`src/rtl/pwmc_pkg.sv`:
```
package pwmc_pkg;
    localparam int ADDR_W = 4;

    localparam logic [ADDR_W-1:0] A_CTRL  = 4'd0;
    localparam logic [ADDR_W-1:0] A_PROT  = 4'd1;
    localparam logic [ADDR_W-1:0] A_MOD   = 4'd2;
    localparam logic [ADDR_W-1:0] A_DUTY0 = 4'd3;

    localparam int B_RUN    = 0;
    localparam int B_CENTER = 1;
    localparam int B_MANCLR = 2;
    localparam int B_FCLR   = 3;
    localparam int B_ICLR   = 4;
    localparam int B_RLN_LO = 8;
    localparam int B_HALF   = 12;

    localparam int B_INDEP  = 0;
    localparam int B_TINV   = 1;
    localparam int B_BINV   = 2;
    localparam int B_DT_LO  = 8;

    typedef struct packed {
        logic       run;
        logic       center;
        logic       man_clr;
        logic       half;
        logic [3:0] rl_n;
    } ctrl_t;

    typedef struct packed {
        logic indep;
        logic top_inv;
        logic bot_inv;
    } mode_t;
endpackage

```
`src/rtl/pwmc_timebase.sv`:
```
module pwmc_timebase #(
    parameter int CNT_W = 12
) (
    input  logic             clk,
    input  logic             rst_n,
    input  logic             run,
    input  logic             center,
    input  logic [CNT_W-1:0] eff,
    output logic [CNT_W-1:0] cnt_o,
    output logic             full_o,
    output logic             half_o
);
    localparam logic [CNT_W-1:0] ONE = CNT_W'(1);

    typedef struct packed {
        logic [CNT_W-1:0] cnt;
        logic             down;
    } tb_t;

    tb_t              q, d;
    logic [CNT_W-1:0] top;

    always_comb begin
        d      = q;
        full_o = 1'b0;
        half_o = 1'b0;
        top    = eff - ONE;
        if (!run) begin
            d.cnt  = '0;
            d.down = 1'b0;
        end else if (!center) begin
            d.down = 1'b0;
            if (q.cnt >= top) begin
                d.cnt  = '0;
                full_o = 1'b1;
            end else begin
                d.cnt = q.cnt + ONE;
            end
        end else if (!q.down) begin
            if (q.cnt >= top) begin
                d.cnt  = top;
                d.down = 1'b1;
                half_o = 1'b1;
            end else begin
                d.cnt = q.cnt + ONE;
            end
        end else begin
            if (q.cnt == '0) begin
                d.down = 1'b0;
                full_o = 1'b1;
            end else begin
                d.cnt = q.cnt - ONE;
            end
        end
    end

    always_ff @(posedge clk or negedge rst_n) begin
        if (!rst_n) q <= '0;
        else        q <= d;
    end

    assign cnt_o = q.cnt;
endmodule

```
`src/rtl/pwmc_reload.sv`:
```
module pwmc_reload (
    input  logic       clk,
    input  logic       rst_n,
    input  logic       run,
    input  logic       center,
    input  logic       half_en,
    input  logic [3:0] rl_n,
    input  logic       full,
    input  logic       half,
    output logic       reload_o
);
    typedef struct packed {
        logic [3:0] seen;
    } rl_t;

    rl_t  q, d;
    logic use_half;
    logic tick;

    always_comb begin
        d        = q;
        use_half = center & half_en;
        tick     = full | (use_half & half);
        reload_o = run & tick & (use_half | (q.seen == rl_n));
        if (!run)          d.seen = '0;
        else if (reload_o) d.seen = '0;
        else if (tick)     d.seen = q.seen + 4'd1;
    end

    always_ff @(posedge clk or negedge rst_n) begin
        if (!rst_n) q <= '0;
        else        q <= d;
    end
endmodule

```
`src/rtl/pwmc_pair.sv`:
```
module pwmc_pair #(
    parameter int DT_W = 6
) (
    input  logic            clk,
    input  logic            rst_n,
    input  logic            indep,
    input  logic [DT_W-1:0] dt,
    input  logic            lvl_top,
    input  logic            lvl_bot,
    output logic            top_o,
    output logic            bot_o
);
    typedef struct packed {
        logic            last;
        logic [DT_W-1:0] gap;
        logic            it;
        logic            ib;
    } pr_t;

    pr_t q, d;

    always_comb begin
        d    = q;
        d.it = lvl_top;
        d.ib = lvl_bot;
        if (lvl_top != q.last) begin
            d.last = lvl_top;
            d.gap  = dt;
        end else if (q.gap != '0) begin
            d.gap = q.gap - DT_W'(1);
        end
    end

    always_ff @(posedge clk or negedge rst_n) begin
        if (!rst_n) q <= '0;
        else        q <= d;
    end

    assign top_o = indep ? q.it : ((q.gap == '0) &  q.last);
    assign bot_o = indep ? q.ib : ((q.gap == '0) & ~q.last);
endmodule

```
`src/rtl/pwmc_top.sv`:
```
module pwmc_top
    import pwmc_pkg::*;
#(
    parameter int NPAIR  = 3,
    parameter int CNT_W  = 12,
    parameter int DT_W   = 6,
    parameter int DATA_W = 16
) (
    input  logic                clk,
    input  logic                rst_n,
    input  logic                wr_en,
    input  logic [ADDR_W-1:0]   wr_addr,
    input  logic [DATA_W-1:0]   wr_data,
    input  logic                fault_i,
    output logic [2*NPAIR-1:0]  pwm_o,
    output logic                irq_o,
    output logic                sync_o
);
    localparam int               NOUT    = 2 * NPAIR;
    localparam logic [CNT_W-1:0] MIN_MOD = CNT_W'(2);

    typedef struct packed {
        ctrl_t                       ctrl;
        mode_t                       mode;
        logic [DT_W-1:0]             dt;
        logic                        locked;
        logic [CNT_W-1:0]            mod_buf;
        logic [CNT_W-1:0]            mod_act;
        logic [NOUT-1:0][CNT_W-1:0]  duty_buf;
        logic [NOUT-1:0][CNT_W-1:0]  duty_act;
        logic                        flt;
        logic                        irq;
        logic                        sync;
    } st_t;

    st_t              q, d;
    logic [CNT_W-1:0] cnt;
    logic [CNT_W-1:0] mod_eff;
    logic             full, half, reload, fclr, gate;
    logic [NOUT-1:0]  lvl;
    logic [NPAIR-1:0] top_raw, bot_raw;

    logic                  run_w, indep_w, tinv_w, binv_w, locked_w;
    logic [DT_W+2:0]       prot_w;
    logic [CNT_W-1:0]      modact_w;

    assign run_w    = q.ctrl.run;
    assign indep_w  = q.mode.indep;
    assign tinv_w   = q.mode.top_inv;
    assign binv_w   = q.mode.bot_inv;
    assign locked_w = q.locked;
    assign prot_w   = {q.mode, q.dt};
    assign modact_w = q.mod_act;
    assign mod_eff  = (q.mod_act < MIN_MOD) ? MIN_MOD : q.mod_act;

    pwmc_timebase #(.CNT_W(CNT_W)) tb_i (
        .clk(clk), .rst_n(rst_n), .run(q.ctrl.run), .center(q.ctrl.center),
        .eff(mod_eff), .cnt_o(cnt), .full_o(full), .half_o(half)
    );

    pwmc_reload rl_i (
        .clk(clk), .rst_n(rst_n), .run(q.ctrl.run), .center(q.ctrl.center),
        .half_en(q.ctrl.half), .rl_n(q.ctrl.rl_n), .full(full), .half(half),
        .reload_o(reload)
    );

    for (genvar i = 0; i < NOUT; i++) begin : g_lvl
        assign lvl[i] = (cnt < q.duty_act[i]);
    end

    for (genvar p = 0; p < NPAIR; p++) begin : g_pair
        pwmc_pair #(.DT_W(DT_W)) pair_i (
            .clk(clk), .rst_n(rst_n), .indep(q.mode.indep), .dt(q.dt),
            .lvl_top(lvl[2*p]), .lvl_bot(lvl[2*p+1]),
            .top_o(top_raw[p]), .bot_o(bot_raw[p])
        );
        assign pwm_o[2*p]   = (gate & top_raw[p]) ^ q.mode.top_inv;
        assign pwm_o[2*p+1] = (gate & bot_raw[p]) ^ q.mode.bot_inv;
    end

    assign gate = q.ctrl.run & ~q.flt & ~fault_i;

    always_comb begin
        d    = q;
        fclr = 1'b0;
        if (wr_en) begin
            if (wr_addr == A_CTRL) begin
                d.ctrl.run     = wr_data[B_RUN];
                d.ctrl.center  = wr_data[B_CENTER];
                d.ctrl.man_clr = wr_data[B_MANCLR];
                d.ctrl.half    = wr_data[B_HALF];
                d.ctrl.rl_n    = wr_data[B_RLN_LO +: 4];
                fclr           = wr_data[B_FCLR];
                if (wr_data[B_ICLR]) d.irq = 1'b0;
            end
            if (wr_addr == A_PROT && !q.locked) begin
                d.mode.indep   = wr_data[B_INDEP];
                d.mode.top_inv = wr_data[B_TINV];
                d.mode.bot_inv = wr_data[B_BINV];
                d.dt           = wr_data[B_DT_LO +: DT_W];
                d.locked       = 1'b1;
            end
            if (wr_addr == A_MOD) d.mod_buf = wr_data[CNT_W-1:0];
            for (int i = 0; i < NOUT; i++) begin
                if (wr_addr == ADDR_W'(int'(A_DUTY0) + i)) d.duty_buf[i] = wr_data[CNT_W-1:0];
            end
        end
        if (!q.ctrl.run || reload) begin
            d.mod_act  = q.mod_buf;
            d.duty_act = q.duty_buf;
        end
        d.sync = reload;
        if (reload) d.irq = 1'b1;
        if (fault_i) begin
            d.flt = 1'b1;
        end else if (q.flt && (q.ctrl.man_clr ? fclr : (full || !q.ctrl.run))) begin
            d.flt = 1'b0;
        end
    end

    always_ff @(posedge clk or negedge rst_n) begin
        if (!rst_n) q <= '0;
        else        q <= d;
    end

    assign irq_o  = q.irq;
    assign sync_o = q.sync;
endmodule

```
`config.mk`:
```
export PLATFORM = sky130hd
export DESIGN_NAME = pwmc_top
export DESIGN_NICKNAME = d
export VERILOG_FILES = /design/src/rtl/pwmc_pkg.sv /design/src/rtl/pwmc_timebase.sv /design/src/rtl/pwmc_reload.sv /design/src/rtl/pwmc_pair.sv /design/src/rtl/pwmc_top.sv
export SDC_FILE = /design/constraint.sdc
export NUM_CORES = 1
export LEC_CHECK = 0
export BUFFER_PORTS_ARGS = -buffer_cell sky130_fd_sc_hd__buf_4
export CORE_MARGIN = 2
export CORE_UTILIZATION = 40
export CTS_CLUSTER_SIZE = 28
export DETAILED_ROUTE_END_ITERATION = 12
export SKIP_LAST_GASP = 1
export SYNTH_ARGS = -nofsm -noshare
export SYNTH_HDL_FRONTEND = slang
export SYNTH_SLANG_ARGS = --single-unit
```
`constraint.sdc`:
```
create_clock -name clk -period 11.11 [get_ports clk]
set_input_delay 2.7775 -clock clk [delete_from_list [all_inputs] [get_ports clk]]
set_output_delay 2.7775 -clock clk [all_outputs]
set_load 0.05 [all_outputs]
```
==> results.md <==
- By area, the combinational part of the netlist is dominated by compound AO/OA/AOI/OAI gates.
- In the detailed route, the total length drawn on met3 is roughly 2.0 mm.
- The maximum buffer depth of the clock tree is 3.
- The data required time at the worst endpoint is 8.33 ns.
- The floorplan step defined a die boundary enclosing about 36000 sq um.
- For the final routed database, the setup TNS stands at 0 ns.
- The area growth from synthesis to layout is 10.7%.
- Summed over all layers, the global routing overflow is 0.
- After detailed routing, the number of vias per cell comes to about 5.8.
- Routability-driven placement finished with a final weighted congestion of approximately 0.87.
- Entering global routing, the biggest net connects 105 pins.
- The buffers plus inverters on the worst setup path is 2.
- The most common flop cell mapped by yosys is sky130_fd_sc_hd__dfrtp_1.
- For this run, the top clock speed supported by timing is about 0.15 GHz.
- In this run the horizontal extent of the chip is roughly 190 microns.
- The worst hold path terminates at locked_w.
- The number of pins with negative max-slew slack in the final report is 0.
- The mux share of post-synthesis cell area is roughly a tenth.
- In this design, the stage delay of the slowest critical-path cell is 0.43 ns.
- The path type of the worst min-delay path is flip-flop to flip-flop.
- Data arrives at the worst endpoint at roughly 4 ns.
- Detailed routing placed a total of between 15 and 20 mm of wire on met2.
- After synthesis, the netlist uses 54 different library cells.
- The mean routed wirelength per cell is 20.0 microns.
- The clock-pin slew on the worst setup and hold paths is 0.06 ns.
- The worst IR drop on VDD is roughly 0.16 mV.
- By area the synthesized netlist is led by sky130_fd_sc_hd__dfrtp_1 (42%), sky130_fd_sc_hd__mux2_2 (9.5%), sky130_fd_sc_hd__o211ai_1 (7.9%).
- The final layout contains routed wiring with a total length of about 38 mm.
- Dividing the final minimum period by the clock period gives between 60% and 70%.
- The count of input and output buffers is 29.
- The largest area contributor in the synthesized netlist is sky130_fd_sc_hd__dfrtp_1.
- The total iterations of the first detailed-routing run is 5.
- The flow ran to the end, and the final reports show no timing, DRC or antenna violations.
- The proportion of netlist area held by the largest area contributor is around 42%.
- Summing the areas of all fa, ha and maj instances in the mapped netlist gives a little under 8% of the synthesized area.
- The cell type group with the largest total delay on the critical path is simple AND/OR/NAND/NOR gates.
- For this design, the CTS-stage hold fixing added 0 buffers.
- The count of nets left with antenna violations once routing finished came out at 0.
- The synthesized netlist occupies a cell area of 13800 sq um.
- The area share of and/or/nand/nor cells after synthesis is about an eighth.
- The number of nets handed over by synthesis was ~1500.
- A synthesized cell averages slightly below 10 sq um.
- The worst register-to-register path begins at modact_w[4].
- The via count of the first global-routing pass came to ~11000.
- The master of the slowest instance on the critical path is sky130_fd_sc_hd__or3_1.
- The height of the die is between 150 and 200 microns.
- The area fraction in compound gates after synthesis is around 20%.
- The number of antenna violations at the first check in global routing is 3.
- The post-route netlist has 17.0% of its cells at a drive strength greater than 1.
- The slack of the worst reg-to-reg path is 5.09 ns.
- The Yosys step of the flow raised 0 warnings.
- The critical-path maximum fanout is 6.
- The tool flagged a number of max-cap violations equal to 0.
- Traced cell by cell, the critical path runs through buf_4 > or3_1 > a21oi_1 > xor2_1 > buf_4.
- The most used standard cell by instance count after synthesis is sky130_fd_sc_hd__dfrtp_1.
- The synthesized instance count is ~1400.
- The number of setup buffers added after CTS is 0.
- Counting instances in the post-synthesis netlist gives the leading cell types as sky130_fd_sc_hd__dfrtp_1 (233), sky130_fd_sc_hd__o211ai_1 (146), sky130_fd_sc_hd__nor2_1 (138).
- The measured slew at the worst slew-check pin is between 1 and 1.5 ns.
- The region available for standard cell placement spans ~34000 sq um.
- The number of synthesized flops with an enable pin is 0.
- In this run the static leakage power is 6.66 nW.
- The CTS buffer count is 28.
- In this run, synthesis produced a sequential element count of 233.
- The total track usage is a little over a fifth.
- The CTS H-tree depth is 1.
- The element type at the critical path end is an output port.
- After detailed routing, the wire length on met1 is 17.3 mm.
- The root buffer cell chosen for the clock tree is sky130_fd_sc_hd__clkbuf_16.
- TritonCTS built the clock tree.
- The count of cells resized by post-cts repair is 0.
- In this run, placement finished with an instance count of 1847.
- The number of nets in the final layout is about 1500.
- The final number of setup-violating endpoints is 0.
- 32 I/O pins were placed.
- After filler insertion, the fill cell instance count of the layout stands at approximately 3300.
- The worst setup path is launched from an input pin.
- The endpoint of the lowest-slack register-to-register path is q[43].
- The floorplan has roughly 70 rows.
- Setup repair after global routing left no endpoint under its margin.
- Counting cells, the worst reg-to-reg path comes to 16.
- The total power of the final layout is between 3 and 4 mW.
- The worst setup path is of the input pin to output port kind.
- In this run the most critical hold path is launched from locked_w.
- The number of remaining DRC errors is 0.
- Sequential elements use between 40% and 50% of the synthesized area.
- Once the floorplan was initialized, standard cells occupied between 40% and 50% of the core.
- The first global-routing pass estimated 60.2 mm of wire.
- The detailed router placed 11100 vias in this run.
- Power spread over the standard cell area amounts to roughly 240 nW/um^2.
- In this run the tightest slew margin relative to its limit is a little under a quarter.
- The async set-reset flop share out of synthesis is 100%.
- The clock skew after layout is around 0.016 ns.
- Counting stages on the worst path, the most repeated cell is sky130_fd_sc_hd__buf_4.
- The number of antenna diodes in the final layout is 0.
- After layout, the minimum clock period comes to around 6.7 ns.
- The uppermost metal layer occupied by signal nets is met4.
- Detailed placement ended at an HPWL of 22.1 mm.
- The share of the synthesized netlist area taken by xor and xnor gates is roughly 2.8%.
- The total clock sinks is between 200 and 250.
- The clock reaches the later pin of the worst-skew pair after between 0.5 and 0.6 ns.
- The final count of hold timing violations was 0.
- After the flow finishes, the layout carries non-filler instances totaling approximately 1900.
- The number of cells on the worst hold path is 1.
- The violation count after the first detailed-routing iteration is slightly below 900.
[cells in the final DEF, fill, tap and decap left out, types with 5 or more instances in the layout]
master / n
sky130_fd_sc_hd__a211oi_1: 10
sky130_fd_sc_hd__a21oi_1: 129
sky130_fd_sc_hd__buf_4: 46
sky130_fd_sc_hd__clkbuf_1: 12
sky130_fd_sc_hd__clkbuf_16: 28
sky130_fd_sc_hd__clkbuf_8: 6
sky130_fd_sc_hd__dfrtp_1: 232
sky130_fd_sc_hd__ha_1: 85
sky130_fd_sc_hd__inv_1: 79
sky130_fd_sc_hd__mux2_2: 116
sky130_fd_sc_hd__mux2i_1: 7
sky130_fd_sc_hd__nand2_1: 136
sky130_fd_sc_hd__nand2b_1: 7
sky130_fd_sc_hd__nand3_1: 11
sky130_fd_sc_hd__nand3b_1: 5
sky130_fd_sc_hd__nand4_1: 9
sky130_fd_sc_hd__nor2_1: 138
sky130_fd_sc_hd__nor3_1: 24
sky130_fd_sc_hd__nor3b_1: 5
sky130_fd_sc_hd__nor4_1: 6
sky130_fd_sc_hd__o211ai_1: 146
sky130_fd_sc_hd__o211ai_2: 30
sky130_fd_sc_hd__o21a_1: 13
sky130_fd_sc_hd__o21ai_0: 38
sky130_fd_sc_hd__o31ai_1: 5
sky130_fd_sc_hd__or3_1: 15
sky130_fd_sc_hd__xnor2_1: 21
sky130_fd_sc_hd__xor2_1: 23
[worst reg2reg max path: stages, from the launching register on]
cell and delay [ns]:
sky130_fd_sc_hd__dfrtp_1 0.43, sky130_fd_sc_hd__or3_1 0.47, sky130_fd_sc_hd__or4b_1 0.59, sky130_fd_sc_hd__nor3_1 0.21, sky130_fd_sc_hd__nand2b_1 0.20, sky130_fd_sc_hd__ha_1 0.22
sky130_fd_sc_hd__nor3b_1 0.24, sky130_fd_sc_hd__xor2_1 0.24, sky130_fd_sc_hd__inv_1 0.09, sky130_fd_sc_hd__ha_1 0.28, sky130_fd_sc_hd__nand2_1 0.05, sky130_fd_sc_hd__nor3_1 0.17
sky130_fd_sc_hd__a21oi_1 0.18, sky130_fd_sc_hd__o21a_1 0.48, sky130_fd_sc_hd__o21ai_4 0.92, sky130_fd_sc_hd__buf_4 0.80, sky130_fd_sc_hd__o211ai_1 0.31
[worst max path at each step]
stage,depth (start not counted),to,startpoint
floorplan,4,pwm_o[0],fault_i
detailed placement,5,pwm_o[4],fault_i
CTS,5,pwm_o[4],fault_i
finish,5,pwm_o[4],fault_i
global route,5,pwm_o[2],fault_i
global placement,5,pwm_o[4],fault_i
[registers in the layout (all words and copies together) (netlist names), 4 cells and up]
name and flops:
tb_i.cnt_o 12, prot_w 6, g_pair.pair_i.q 27, q 164, modact_w 12, rl_i.q 4
[per-stage QoR]
step / instance area, sq um / setup WS, ns / hold WS (ns) / utilization [%]
2_1_floorplan: 13800 / 4.19 / 0.435 / -
3_3_place_gp: 14400 / 4.40 / 0.450 / 41.9
3_5_place_dp: 14400 / 4.38 / 0.453 / 41.9
4_1_cts: 15300 / 4.38 / 0.472 / 44.5
5_1_grt: 15300 / 4.30 / 0.484 / 44.5
6_report: 15300 / 4.40 / 0.472 / 44.5
[routing by layer]
layer	track usage, %	vias up
li1	-	5152
met1	29.5	5553
met2	35.2	288
met3	2.69	61
met4	5.72	0
met5	0	-
[report_power, final]
part           total, mW  switching [mW]  internal [mW]
Combinational       1.35           0.777          0.577
Clock              0.897           0.367          0.530
Sequential          1.38           0.241           1.14
Total               3.63            1.38           2.25
[cell families (layout without fill, tap and decap cells)]
| group | Yosys count | after routing |
|---|---|---|
| AND/OR/NAND/NOR | 378 | 378 |
| adder cells (fa/ha/maj) | 85 | 85 |
| flip-flops | 233 | 233 |
| buffers and inverters | 169 | 181 |
| multiplexers | 123 | 123 |
| AO/OA/AOI/OAI | 400 | 400 |
| XOR/XNOR | 44 | 44 |
[final cells by class]
class                      count  area [sq um]  share of cell area, %
clock buffer                  46           828                   5.42
multi-input combinational   1030          7310                   47.8
sequential                   233          5830                   38.2
inverter                      82           308                   2.02
timing repair buffer          47           360                   2.36
clock inverter                 6          68.8                  0.451
tap                          455           569                   3.73
(Power assumes the default switching activity.)
